$ cat src/rtl/adc_seq_pkg.sv
package adc_seq_pkg;
  typedef enum logic [1:0] {
    ST_IDLE = 2'd0,
    ST_WARM = 2'd1,
    ST_CONV = 2'd2
  } eng_state_t;
endpackage

$ cat src/rtl/adc_seq_presc.sv
module adc_seq_presc #(
  parameter int PS_W = 3
) (
  input  logic            clk,
  input  logic            rst_n,
  input  logic            run,
  input  logic [PS_W-1:0] psel,
  output logic            tick
);
  localparam int DIV_W = (1 << PS_W) - 1;

  logic [DIV_W-1:0] cnt_q, cnt_d, lim;

  always_comb begin
    if (psel == '0) lim = DIV_W'(1);
    else            lim = DIV_W'((DIV_W+1)'(1) << psel) - DIV_W'(1);
  end

  assign tick = run && (cnt_q == lim);

  always_comb begin
    cnt_d = cnt_q;
    if (!run)      cnt_d = '0;
    else if (tick) cnt_d = '0;
    else           cnt_d = cnt_q + DIV_W'(1);
  end

  always_ff @(posedge clk or negedge rst_n) begin
    if (!rst_n) cnt_q <= '0;
    else        cnt_q <= cnt_d;
  end

  AST_TICK_SPACED: assert property (@(posedge clk) disable iff (!rst_n)
    tick |=> !tick);
endmodule

$ cat src/rtl/adc_seq_trig.sv
module adc_seq_trig (
  input  logic clk,
  input  logic rst_n,
  input  logic trig_in,
  output logic rise
);
  logic s1_q, s2_q, s3_q;

  always_ff @(posedge clk or negedge rst_n) begin
    if (!rst_n) begin
      s1_q <= 1'b0;
      s2_q <= 1'b0;
      s3_q <= 1'b0;
    end else begin
      s1_q <= trig_in;
      s2_q <= s1_q;
      s3_q <= s2_q;
    end
  end

  assign rise = s2_q && !s3_q;

  AST_RISE_SINGLE: assert property (@(posedge clk) disable iff (!rst_n)
    rise |=> !rise);
endmodule

$ cat src/rtl/adc_seq_eng.sv
module adc_seq_eng
  import adc_seq_pkg::*;
#(
  parameter int CONV_CLKS = 13,
  parameter int SU_W      = 6
) (
  input  logic            clk,
  input  logic            rst_n,
  input  logic            en,
  input  logic            start,
  input  logic            repeat_ok,
  input  logic [SU_W-1:0] su_len,
  input  logic            tick,
  output logic            busy,
  output logic            done
);
  localparam int CONV_W = $clog2(CONV_CLKS + 1);
  localparam int CNT_W  = (SU_W > CONV_W) ? SU_W : CONV_W;
  localparam logic [CNT_W-1:0] LAST = CNT_W'(CONV_CLKS - 1);

  eng_state_t       state_q, state_d;
  logic [CNT_W-1:0] cnt_q, cnt_d;
  logic             first_q, first_d;

  assign busy = (state_q != ST_IDLE);
  assign done = en && (state_q == ST_CONV) && tick && (cnt_q == LAST);

  always_comb begin
    state_d = state_q;
    cnt_d   = cnt_q;
    first_d = first_q;
    if (!en) begin
      state_d = ST_IDLE;
      cnt_d   = '0;
      first_d = 1'b1;
    end else begin
      unique case (state_q)
        ST_IDLE: if (start) begin
          first_d = 1'b0;
          if (first_q && su_len != '0) begin
            state_d = ST_WARM;
            cnt_d   = CNT_W'(su_len);
          end else begin
            state_d = ST_CONV;
            cnt_d   = '0;
          end
        end
        ST_WARM: if (tick) begin
          if (cnt_q == CNT_W'(1)) begin
            state_d = ST_CONV;
            cnt_d   = '0;
          end else begin
            cnt_d = cnt_q - CNT_W'(1);
          end
        end
        ST_CONV: if (tick) begin
          if (cnt_q == LAST) begin
            state_d = repeat_ok ? ST_CONV : ST_IDLE;
            cnt_d   = '0;
          end else begin
            cnt_d = cnt_q + CNT_W'(1);
          end
        end
        default: begin
          state_d = ST_IDLE;
          cnt_d   = '0;
        end
      endcase
    end
  end

  always_ff @(posedge clk or negedge rst_n) begin
    if (!rst_n) begin
      state_q <= ST_IDLE;
      cnt_q   <= '0;
      first_q <= 1'b1;
    end else begin
      state_q <= state_d;
      cnt_q   <= cnt_d;
      first_q <= first_d;
    end
  end

  AST_START_GOES_BUSY: assert property (@(posedge clk) disable iff (!rst_n)
    en && start && !busy |=> busy);
  AST_ABORT_IDLES: assert property (@(posedge clk) disable iff (!rst_n)
    !en |=> !busy);
endmodule

$ cat src/rtl/adc_seq.sv
module adc_seq #(
  parameter int CONV_CLKS = 13,
  parameter int SU_W      = 6,
  parameter int PS_W      = 3
) (
  input  logic            clk,
  input  logic            rst_n,
  input  logic            wr_en,
  input  logic [7:0]      wr_data,
  output logic [7:0]      rd_data,
  input  logic [SU_W-1:0] su_len,
  input  logic            trig_in,
  input  logic            free_run,
  input  logic            glb_ie,
  input  logic            irq_ack,
  output logic            irq,
  output logic            res_load
);
  localparam int B_EN  = 7;
  localparam int B_GO  = 6;
  localparam int B_ATE = 5;
  localparam int B_FLG = 4;
  localparam int B_IE  = 3;

  logic            rq1, rs_n;
  logic            en_q, en_d, ate_q, ate_d, flg_q, flg_d, ie_q, ie_d;
  logic [PS_W-1:0] ps_q, ps_d;
  logic            busy, done, tick, rise, start;

  // reset asserted asynchronously, released on a clock edge
  always_ff @(posedge clk or negedge rst_n) begin
    if (!rst_n) begin
      rq1  <= 1'b0;
      rs_n <= 1'b0;
    end else begin
      rq1  <= 1'b1;
      rs_n <= rq1;
    end
  end

  always_comb begin
    en_d  = en_q;
    ate_d = ate_q;
    ie_d  = ie_q;
    ps_d  = ps_q;
    flg_d = flg_q;
    if (wr_en) begin
      en_d  = wr_data[B_EN];
      ate_d = wr_data[B_ATE];
      ie_d  = wr_data[B_IE];
      ps_d  = wr_data[PS_W-1:0];
    end
    if (done)                                flg_d = 1'b1;
    else if ((wr_en && wr_data[B_FLG]) || irq_ack) flg_d = 1'b0;
  end

  always_ff @(posedge clk or negedge rs_n) begin
    if (!rs_n) begin
      en_q  <= 1'b0;
      ate_q <= 1'b0;
      flg_q <= 1'b0;
      ie_q  <= 1'b0;
      ps_q  <= '0;
    end else begin
      en_q  <= en_d;
      ate_q <= ate_d;
      flg_q <= flg_d;
      ie_q  <= ie_d;
      ps_q  <= ps_d;
    end
  end

  assign start = (wr_en && wr_data[B_EN] && wr_data[B_GO]) ||
                 (rise && en_q && ate_q && !free_run);

  adc_seq_trig u_trig (
    .clk     (clk),
    .rst_n   (rs_n),
    .trig_in (trig_in),
    .rise    (rise)
  );

  adc_seq_presc #(.PS_W(PS_W)) u_presc (
    .clk   (clk),
    .rst_n (rs_n),
    .run   (busy),
    .psel  (ps_q),
    .tick  (tick)
  );

  adc_seq_eng #(.CONV_CLKS(CONV_CLKS), .SU_W(SU_W)) u_eng (
    .clk       (clk),
    .rst_n     (rs_n),
    .en        (en_d),
    .start     (start),
    .repeat_ok (ate_q && free_run),
    .su_len    (su_len),
    .tick      (tick),
    .busy      (busy),
    .done      (done)
  );

  generate
    if (PS_W < 5) begin : g_rd_pad
      assign rd_data = {en_q, busy, ate_q, flg_q, ie_q, {(3-PS_W){1'b0}}, ps_q};
    end else begin : g_rd_full
      assign rd_data = {en_q, busy, ate_q, flg_q, ie_q, ps_q[2:0]};
    end
  endgenerate

  assign irq      = flg_q && ie_q && glb_ie;
  assign res_load = done;

  AST_FLAG_AFTER_LOAD: assert property (@(posedge clk) disable iff (!rs_n)
    res_load |=> rd_data[B_FLG]);
  AST_ACK_CLEARS: assert property (@(posedge clk) disable iff (!rs_n)
    irq_ack && !res_load |=> !rd_data[B_FLG]);
  AST_WR0_KEEPS_FLAG: assert property (@(posedge clk) disable iff (!rs_n)
    wr_en && !wr_data[B_FLG] && !irq_ack && rd_data[B_FLG] |=> rd_data[B_FLG]);
  AST_LOAD_NEEDS_EN: assert property (@(posedge clk) disable iff (!rs_n)
    res_load |-> rd_data[B_EN] && rd_data[B_GO]);
endmodule

$ cat config.mk
export PLATFORM = sky130hd
export DESIGN_NAME = adc_seq
export DESIGN_NICKNAME = d
export VERILOG_FILES = /design/src/rtl/adc_seq_pkg.sv /design/src/rtl/adc_seq_presc.sv /design/src/rtl/adc_seq_trig.sv /design/src/rtl/adc_seq_eng.sv /design/src/rtl/adc_seq.sv
export SDC_FILE = /design/constraint.sdc
export NUM_CORES = 1
export LEC_CHECK = 0
export CORE_AREA = 3 3 79 81
export DETAILED_ROUTE_END_ITERATION = 7
export DIE_AREA = 0 0 82 84
export DONT_BUFFER_PORTS = 1
export SLEW_MARGIN = 20
export SYNTH_ARGS = -nofsm -noshare
export SYNTH_HDL_FRONTEND = slang
export SYNTH_HIERARCHICAL = 1
export SYNTH_SLANG_ARGS = --single-unit
$ cat constraint.sdc
create_clock -name clk -period 2.3 [get_ports clk]
set_input_delay 0.345 -clock clk [delete_from_list [all_inputs] [get_ports clk]]
set_output_delay 0.345 -clock clk [all_outputs]
set_load 0.02 [all_outputs]
# == After elaboration in Yosys (flattened, before gate mapping) ==
# Cells that the tools add are included.
# classes
n_reduce_logical,27
eq_ne,12
mux,26
add_sub_neg,4
shifts,1
# ops
cell,count
two-way mux 6 bit,7
two-way mux 7 bit,3
one-hot mux 6 bit (3 select lines),1
two-way mux 2 bit,8
logical AND 1 bit,15
"!= test 3 x 2 -> 1 bit, second input constant",3
"adder 7 x 1 -> 7 bit, second input constant",1
== test 7 bit,1
"left shift 1 x 3 -> 7 bit, first input constant",1
"subtractor 7 x 2 -> 7 bit, second input constant",1
"adder 6 x 1 -> 6 bit, second input constant",1
"== test 6 x 1 -> 1 bit, second input constant",1
"== test 6 x 4 -> 1 bit, second input constant",1
two-way mux 1 bit,6
"!= test 3 bit, second input constant",2
one-hot mux 2 bit (3 select lines),1
nonzero test 6 bit,1
"subtractor 6 x 1 -> 6 bit, second input constant",1
AND reduction 5 bit,1
"!= test 2 x 1 -> 1 bit, second input constant",2
nonzero test 2 bit,2
logical NOT 3 bit,1
AND reduction 3 bit,1
"== test 2 x 1 -> 1 bit, second input constant",1
other kinds (5),7
# word_totals
out_inout_bits,10
inputBits,21
register_bits,28

# == Longest topological paths before layout ==
# Gate-level depths: netlist of run 1.
# depth
depth_word,9
ltp_mapped,10
depth_no_buf,9

# == Hierarchy ==
# Netlist of run 1, hierarchy kept.
# by_module_without_submodules
mod,area_per_inst_um2,instances,cells_each,seq_area_each_um2
adc_seq_eng,939.7,1,106,226.5
adc_seq_presc,524.3,1,55,175.2
adc_seq,414.1,1,30,225.2
adc_seq_trig,88.8,1,4,75.1

# == Least setup slack after synthesis of run 1 ==
# OpenSTA, ideal clock, no wires.
# synth_path
path_type,register -> register
start,register ps_q[2]
end,register u_eng.state_q[0]
t_arrival_ns,2.351
setup_ns,0.122
period_less_slack_ns,2.472
setup_slack_ns,-0.172
path_stages_with_launch,10
cell_sequence,dfrtp_1 > buf_2 > and3b_1 > a211oi_2 > o31ai_4 > and3_1 > mux2_2 > o31ai_4 > a2111oi_4 > a32o_1
# synth_via
elab_chain_cells,7
# synth_lines
item,line,text
start: declaration,adc_seq.sv:27,"logic [PS_W-1:0] ps_q, ps_d;"
start signal: assignment,adc_seq.sv:69,ps_q <= ps_d;
left shift 1 x 3 -> 7 bit,adc_seq_presc.sv:16,else lim = DIV_W'((DIV_W+1)'(1) << psel) - DIV_W'(1);
subtractor 7 x 2 -> 7 bit,adc_seq_presc.sv:16,
two-way mux 7 bit *,adc_seq_presc.sv:15,if (psel == '0) lim = DIV_W'(1);
== test 7 bit *,adc_seq_presc.sv:19,assign tick = run && (cnt_q == lim);
logical AND 1 bit *,adc_seq_presc.sv:19,
via tick,adc_seq.sv:28,"logic busy, done, tick, rise, start;"
!= test 3 x 2 -> 1 bit (no source line),-,
AND reduction 5 bit (no source line) *,-,
end signal: assignment,adc_seq_eng.sv:78,state_q <= state_d;
end: declaration,adc_seq_eng.sv:21,"eng_state_t state_q, state_d;"
# Mark *: on every way through the listed nets, which the timed path passes. The rest lies on a longest branch.
# A chain may end at the register's enable or synchronous reset.

# == Worst setup path in the final report of run 1 ==
# layout_path
start,register ps_q[1]
end,register u_eng.cnt_q[2]
# layout_via
elab_chain_cells,7
# layout_lines
item,line,text
left shift 1 x 3 -> 7 bit,adc_seq_presc.sv:16,
subtractor 7 x 2 -> 7 bit,adc_seq_presc.sv:16,
two-way mux 7 bit *,adc_seq_presc.sv:15,
== test 7 bit *,adc_seq_presc.sv:19,
logical AND 1 bit *,adc_seq_presc.sv:19,
via tick,adc_seq.sv:28,
!= test 3 x 2 -> 1 bit (no source line),-,
AND reduction 3 bit (no source line) *,-,
end signal: assignment,adc_seq_eng.sv:79,cnt_q <= cnt_d;
end: declaration,adc_seq_eng.sv:22,"logic [CNT_W-1:0] cnt_q, cnt_d;"
# Marks and branches as above.

==> results of run 1 <==
-- metal layers --
layer	global-route usage (%)	up-vias	part of all wire [%]	wire length [um]
met2	19.9	51	46	2040
met5	0	-	0	0
li1	-	719	-	-
met3	3.24	10	7.0	314
met4	6.34	0	2.8	127
met1	19.0	736	45	2000
-- registers in the layout, indices dropped and copies added, names as in the netlist, 2 cells and up --
| name | count |
|---|---|
| u_presc/cnt_q | 7 |
| u_eng/cnt_q | 6 |
| ps_q | 3 |
| u_eng/state_q | 2 |
-- placed cells by master (no fill, tap or decap), drive strengths merged, types with 3 or more instances in the layout --
cell type	count
buf	19
xor2	5
and2	3
nand3	11
nor4	3
o31ai	3
nor3	3
dfrtp	27
mux2	8
and3	6
a311oi	5
ha	5
o21ai	5
xnor2	6
clkbuf	3
a31oi	3
nand2b	3
inv	12
o211ai	3
nor3b	3
a21oi	9
nand2	18
nor2	5
-- synth_stat cells (all sizes together) (5+ instances only) --
cell type / n / area share (%)
buf: 16 / 7.7
a21oi: 9 / 2.3
a311oi: 5 / 2.2
dfrtp: 27 / 34
inv: 12 / 2.3
xnor2: 6 / 2.7
nand3: 11 / 2.8
nor2: 5 / 0.95
xor2: 5 / 2.2
ha: 5 / 3.2
and3: 6 / 1.9
nand2: 18 / 3.8
mux2: 8 / 5.7
o21ai: 5 / 1.3
-- per-stage QoR --
step                setup WS [ns]  setup TNS (ns)
floorplan                -0.00666        -0.00666
global placement           0.0830               0
detailed placement         0.0203               0
CTS                        0.0207               0
global route              -0.0797          -0.215
finish                     0.0574               0
-- where the power goes --
part | leakage, nW | internal (mW) | switching (mW) | total (mW)
clock network | 0.0357 | 0.233 | 0.169 | 0.402
registers | 0.357 | 0.557 | 0.101 | 0.658
logic | 0.516 | 0.331 | 0.408 | 0.739
total | 0.908 | 1.12 | 0.678 | 1.80
-- cells by family (layout without fill, tap and decap cells) --
group	count (synthesis)	in the layout	share of synthesized area, %
simple gates	69	69	21.2
compound gates	45	45	19.1
flops	28	28	35.7
buf+inv	28	36	9.99
xor+xnor	11	11	4.90
mux	8	8	5.73
fa+ha+maj	5	5	3.18
other cells	1	1	0.191
-- worst paths after layout --
kind                       slack (ns)  startpoint                to  cells after the start
max in group asynchronous        1.35        rs_n       u_trig/s1_q                      1
min in group asynchronous        0.28       rst_n              rs_n                      1
max                              0.06     ps_q[1]    u_eng/cnt_q[2]                      9
min                              0.08     trig_in       u_trig/s1_q                      0
min reg2reg                      0.32        rs_n  u_presc/cnt_q[4]                      0
max reg2reg                      0.06     ps_q[1]    u_eng/cnt_q[2]                      9
-- critical path, cell delays in order (launching register included) --
cell and delay (ns):
dfrtp_2 0.46, buf_2 0.18, a211oi_2 0.27, o31ai_4 0.08, and3_4 0.17, mux2_4 0.28
o31ai_4 0.28, buf_4 0.18, a41oi_1 0.05, o221ai_1 0.21
-- cell type report --
cell class / instances / area, um2
clock buffer: 3 / 41.3
clock inverter: 1 / 30.0
sequential: 28 / 704
fill: 563 / 3370
timing repair buffer: 20 / 154
inverter: 12 / 45.0
tap: 72 / 90.1
multi-input combinational: 139 / 1110
-- what timing repair did --
item | CTS | global route
gates resized for setup | 2 | 8
pin swaps | 1 | 2
setup endpoints to repair | 3 | 7
buffers inserted | 0 | 5
hold buffers | 1 | 0
endpoints found under the hold margin | 2 | 0
==> metrics.md, run 1 <==
| Metric | Value |
|---|---|
| Placed Cells incl. Taps | `approximately 270` |
| Total die area | `~6900 um2` |
| Chip width | `between 80 and 90 um` |
| Leak pwr | `between 0.9 and 1 nW` |
| Clock-pin slew on the worst setup and hold paths | `0.10 ns` |
| Port buffer count | `0` |
| Mapped cell area | `about 2000 um2` |
| Dpl hpwl | `3380 um` |
| Critical Path RT | `between 2 and 3 ns` |
| Peak VDD IR | `between 0.0003 and 0.0004 V` |
| Share of cells above drive strength 1 | `about a quarter` |
| DP Area | `2020 um2` |
| Final period util | `between 90% and 100%` |
| Worst clock skew | `between 0.002 and 0.003 ns` |
| Final setup viols | `0` |
| DR WL/cell | `between 15 and 20 um` |
| Yosys warns | `6` |
| Min Hold Slack | `approximately 0.080 ns` |
| Vias after detailed routing | `1516` |
| Initial antenna violation count | `0` |
| Clk_lat worst skew | `roughly 0.28 ns` |
| Worst Hold Class | `in2reg` |
| Largest net degree at the start of global routing | `18` |
| H-Tree Depth | `1` |
| Worst EP arrival | `between 2 and 2.5 ns` |
| Fin area | `roughly 2200 um2` |
| Mean Syn Cell Area | `between 10 and 15 um2` |
| Number of remaining DRC errors | `0` |
| Vias in the first global route | `between 1000 and 1500` |
| Outcome | `completed` |
| CTS root buf | `clkbuf_8` |
| DR vias/cell | `~5.5` |
| Post-synth top flop | `dfrtp_1` |
| Diode count | `0` |
| Final Util | `a little under 40%` |
| CTS tree | `yes` |
| Cts bufs inserted | `3` |
| Netlist cell types | `62` |
| Tot Pwr | `1.80 mW` |
| Share of flip-flops with an asynchronous set or reset | `100%` |
| Global route overflow | `0` |
| Rel. slew slack | `approximately half` |
| GPL Wtd Cong | `0.903` |
| Nets | `230` |
| Critical Path End Type | `flop` |
| Startpoint Class | `flop` |
| Critical path type | `reg2reg` |
| Layout area overhead | `10.4%` |
| Post-Route WL | `approximately 4500 um` |
| First-pass GRT wire length | `around 7400 um` |
| IO Count | `31` |
| Die Span Y | `between 80 and 90 um` |
| Core box area | `5540 um2` |
| Post-Layout Cell Count | `~280` |
| Post-synth EDFFs | `0` |
| Fmax | `~450 MHz` |
| Pwr Density | `slightly above 800 nW/um2` |
| Iter 0 DRT Violations | `130` |
| Mapped Nets | `between 200 and 250` |
| Final Hold Fails | `0` |
| CTS Buffer Depth | `2` |
| Antenna-violating nets left | `0` |
| Register area share after synthesis | `35.7%` |
| Worst slew pin tran | `0.762 ns` |
| Row cnt | `27` |
| Crit Path Max Fanout | `6` |
| Initial core utilization | `a little over a third` |
| RSZ-0062 raised after global routing | `yes` |
| Mapped Cells | `approximately 200` |
| Clock sinks | `28` |
| Detailed-router iteration count before antenna repair | `4` |
| Pins Over Slew Limit | `0` |
| Max-cap violation count | `0` |
| Crit path time final | `~2.2 ns` |
| Gr usage total | `approximately 14%` |
| Yosys reg bits | `28` |
Note: power is estimated with default switching activity, not from simulation.
==> run 2, diff against run 1 <==
--- a/config.mk
+++ b/config.mk
@@ -5,10 +5,13 @@
 export SDC_FILE = /design/constraint.sdc
 export NUM_CORES = 1
 export LEC_CHECK = 0
+export CELL_PAD_IN_SITES_DETAIL_PLACEMENT = 0
+export CELL_PAD_IN_SITES_GLOBAL_PLACEMENT = 2
 export CORE_AREA = 3 3 79 81
 export DETAILED_ROUTE_END_ITERATION = 7
 export DIE_AREA = 0 0 82 84
 export DONT_BUFFER_PORTS = 1
+export PLACE_DENSITY_LB_ADDON = 0.1
 export SLEW_MARGIN = 20
 export SYNTH_ARGS = -nofsm -noshare
 export SYNTH_HDL_FRONTEND = slang
==> run 2 against run 1 <==
Maximum frequency barely moved. Combinational power up 3.9%. Core utilization increased by 0.79 points. Clock power barely moved. Sequential power hardly changed. Flip-flop and latch count is the same. Largest cell class unchanged. Largest power group unchanged.
==> metrics.md, run 2 (same netlist as run 1, synthesis figures left out) <==
| Metric | Value |
|---|---|
| Tot Pwr | `1.82 mW (+1.3%)` |
| Gr usage total | `14.3% (+0.54 points)` |
| Diode count | `0 (unchanged)` |
| Critical path type | `reg2reg` |
| H-Tree Depth | `1 (unchanged)` |
| DR WL/cell | `16.8 um (+3.0%)` |
| CTS tree | `yes` |
| Final period util | `97.6% (about the same)` |
| Clock power frac | `21.9% (-0.5 points)` |
| Sequential fraction of design power | `36.0% (-0.6 points)` |
| Pwr Density | `822 nW/um2 (-0.69%)` |
| Commonest non-fill, non-tap cell in the layout | `dfrtp_1` |
| Crit-path most repeated cell | `nand3_1` |
| Nets | `232 (+0.87%)` |
| Crit-path leading delay family | `compound AO/OA/AOI/OAI gates` |
| Max-cap violation count | `0 (unchanged)` |
| CTS root buf | `clkbuf_8` |
| DR vias/cell | `5.43 (-1.4%)` |
| Die Span Y | `84 um (unchanged)` |
| Largest Register | `u_presc/cnt_q` |
| Comb pwr share | `42.1% (+1.0 points)` |
| Global route overflow | `0 (unchanged)` |
| Leak pwr | `0.934 nW (+2.9%)` |
| Top flop regs | `u_presc/cnt_q (7), u_eng/cnt_q (6), ps_q (3)` |
| Outcome | `completed` |
| Initial antenna violation count | `0 (unchanged)` |
| Layout area overhead | `12.7%` |
| Clock-pin slew on the worst setup and hold paths | `0.11 ns (about the same)` |
| Post-Route WL | `4650 um (+3.8%)` |
| Chip width | `82 um (unchanged)` |
| Vias in the first global route | `1512 (+2.0%)` |
| RSZ-0062 raised after global routing | `yes` |
| Most frequent cells in the layout | `25 x dfrtp_1, 17 x nand2_1, 17 x buf_4, 11 x nand3_1, 11 x inv_1` |
| Peak VDD IR | `0.000472 V (+48%)` |
| CTS Buffer Depth | `2 (unchanged)` |
| Fmax | `446 MHz (about the same)` |
| Worst EP arrival | `2.42 ns (-0.02 ns)` |
| Crit Path Max Fanout | `8 (+2)` |
| Final Hold Fails | `0 (unchanged)` |
| CP peak stage delay | `0.49 ns (+0.03 ns)` |
| Number of remaining DRC errors | `0 (unchanged)` |
| Pins Over Slew Limit | `0 (unchanged)` |
| Rel. slew slack | `62.3% (+13 points)` |
| Worst clock skew | `0.00824 ns (+0.00561 ns)` |
| Core box area | `5540 um2 (unchanged)` |
| Net Sw Frac | `37.3% (-0.38 points)` |
| Share of cells above drive strength 1 | `27.3% (+1.7 points)` |
| First-pass GRT wire length | `7650 um (+3.9%)` |
| Internal power | `1.14 mW (+1.9%)` |
| Vias after detailed routing | `1505 (-0.73%)` |
| Iter 0 DRT Violations | `77 (-41%)` |
| Startpoint Class | `flop` |
| Detailed-router iteration count before antenna repair | `4 (unchanged)` |
| Critical Path RT | `2.47 ns (-0.03 ns)` |
| Final setup viols | `0 (unchanged)` |
| Slowest CP cell | `dfrtp_2` |
| Total die area | `6890 um2 (unchanged)` |
| Row cnt | `27 (unchanged)` |
| Cts bufs inserted | `3 (unchanged)` |
| Clock sinks | `28 (unchanged)` |
| Largest net degree at the start of global routing | `17 (-1)` |
| CP cell instances | `a21bo_2 -> a21oi_1 -> nor3_2 -> and3_4 -> buf_6 -> buf_4 -> mux2_1 -> nand3_1 -> a31o_1 -> nand3_1` |
| Critical Path End Type | `flop` |
| Clk_lat worst skew | `0.28 ns (about the same)` |
| Initial core utilization | `35.5% (unchanged)` |
| Antenna-violating nets left | `0 (unchanged)` |
| Worst slew pin tran | `0.558 ns (-0.205 ns)` |
| Dpl hpwl | `3580 um (+6.0%)` |
| Final setup TNS | `0 ns (unchanged)` |
| CP Buf/Inv Count | `2 (unchanged)` |
| Switch Pwr | `680 uW (+0.29%)` |
| Crit path time final | `2.24 ns (+0.00176 ns)` |
| Worst Hold Class | `in2reg` |
| IO Count | `31 (unchanged)` |
| Port buffer count | `0 (unchanged)` |
| GPL Wtd Cong | `0.766 (-15%)` |
| Max reg flops | `7 (unchanged)` |
run 2: changes by cell type in the layout (fill, tap and decap cells not counted), sizes merged:
cell / change
buf: +2
run 2: final timing paths:
path	startpoint	to	slack, ns	depth (start not counted)
worst max-delay path	ps_q[2]	u_eng/cnt_q[5]	0.06	10
worst min-delay path	trig_in	u_trig/s1_q	0.09	0
worst max register to register	ps_q[2]	u_eng/cnt_q[5]	0.06	10
worst min register to register	rs_n	u_presc/cnt_q[5]	0.18	0
max in group asynchronous	rs_n	u_eng/first_q	1.52	1
min in group asynchronous	rs_n	u_presc/cnt_q[5]	0.18	0
run 2: layout make-up:
type                       instances  area [um2]
clock inverter                     1        30.0
clock buffer                       3        41.3
timing repair buffer              22         191
fill                             582        3320
sequential                        28         704
inverter                          12        45.0
tap                               72        90.1
multi-input combinational        139        1110
run 2: stage by stage:
step                      area (um2)  cells  utilization [%]  setup WS [ns]  hold WS [ns]
after global routing            2220    277             40.0        -0.0274        0.0628
after CTS                       2160    274             39.0         0.0175        0.0771
after global placement          2050    268             36.9         0.0526        0.0495
final                           2220    277             40.0         0.0556        0.0887
after floorplan                 1990    195                -       -0.00666        0.0494
after detailed placement        2050    268             36.9        -0.0209        0.0495
run 2: per-layer routing:
layer	vias to the layer above	global-route usage (%)	wire length, um
met1	758	19.5	2100
li1	724	-	-
met4	0	3.02	23
met3	2	2.92	151
met2	21	23.1	2370
met5	-	0	0
run 2: power by group through the flow:
stage / registers, mW / clock network, mW / logic, mW
finish: 0.655 / 0.399 / 0.768
floorplan: 0.637 / 0 / 0.595
detailed placement: 0.666 / 0 / 0.715
CTS: 0.656 / 0.411 / 0.758
global route: 0.669 / 0.434 / 0.847
global placement: 0.664 / 0 / 0.726
run 2: repair_timing:
| action | in CTS | in global routing |
|---|---|---|
| hold buffers | 1 | 0 |
| pin swaps | 2 | 2 |
| endpoints found under the setup margin | 3 | 3 |
| buffers inserted | 1 | 3 |
| hold endpoints to repair | 2 | 0 |
| resized for setup | 5 | 8 |
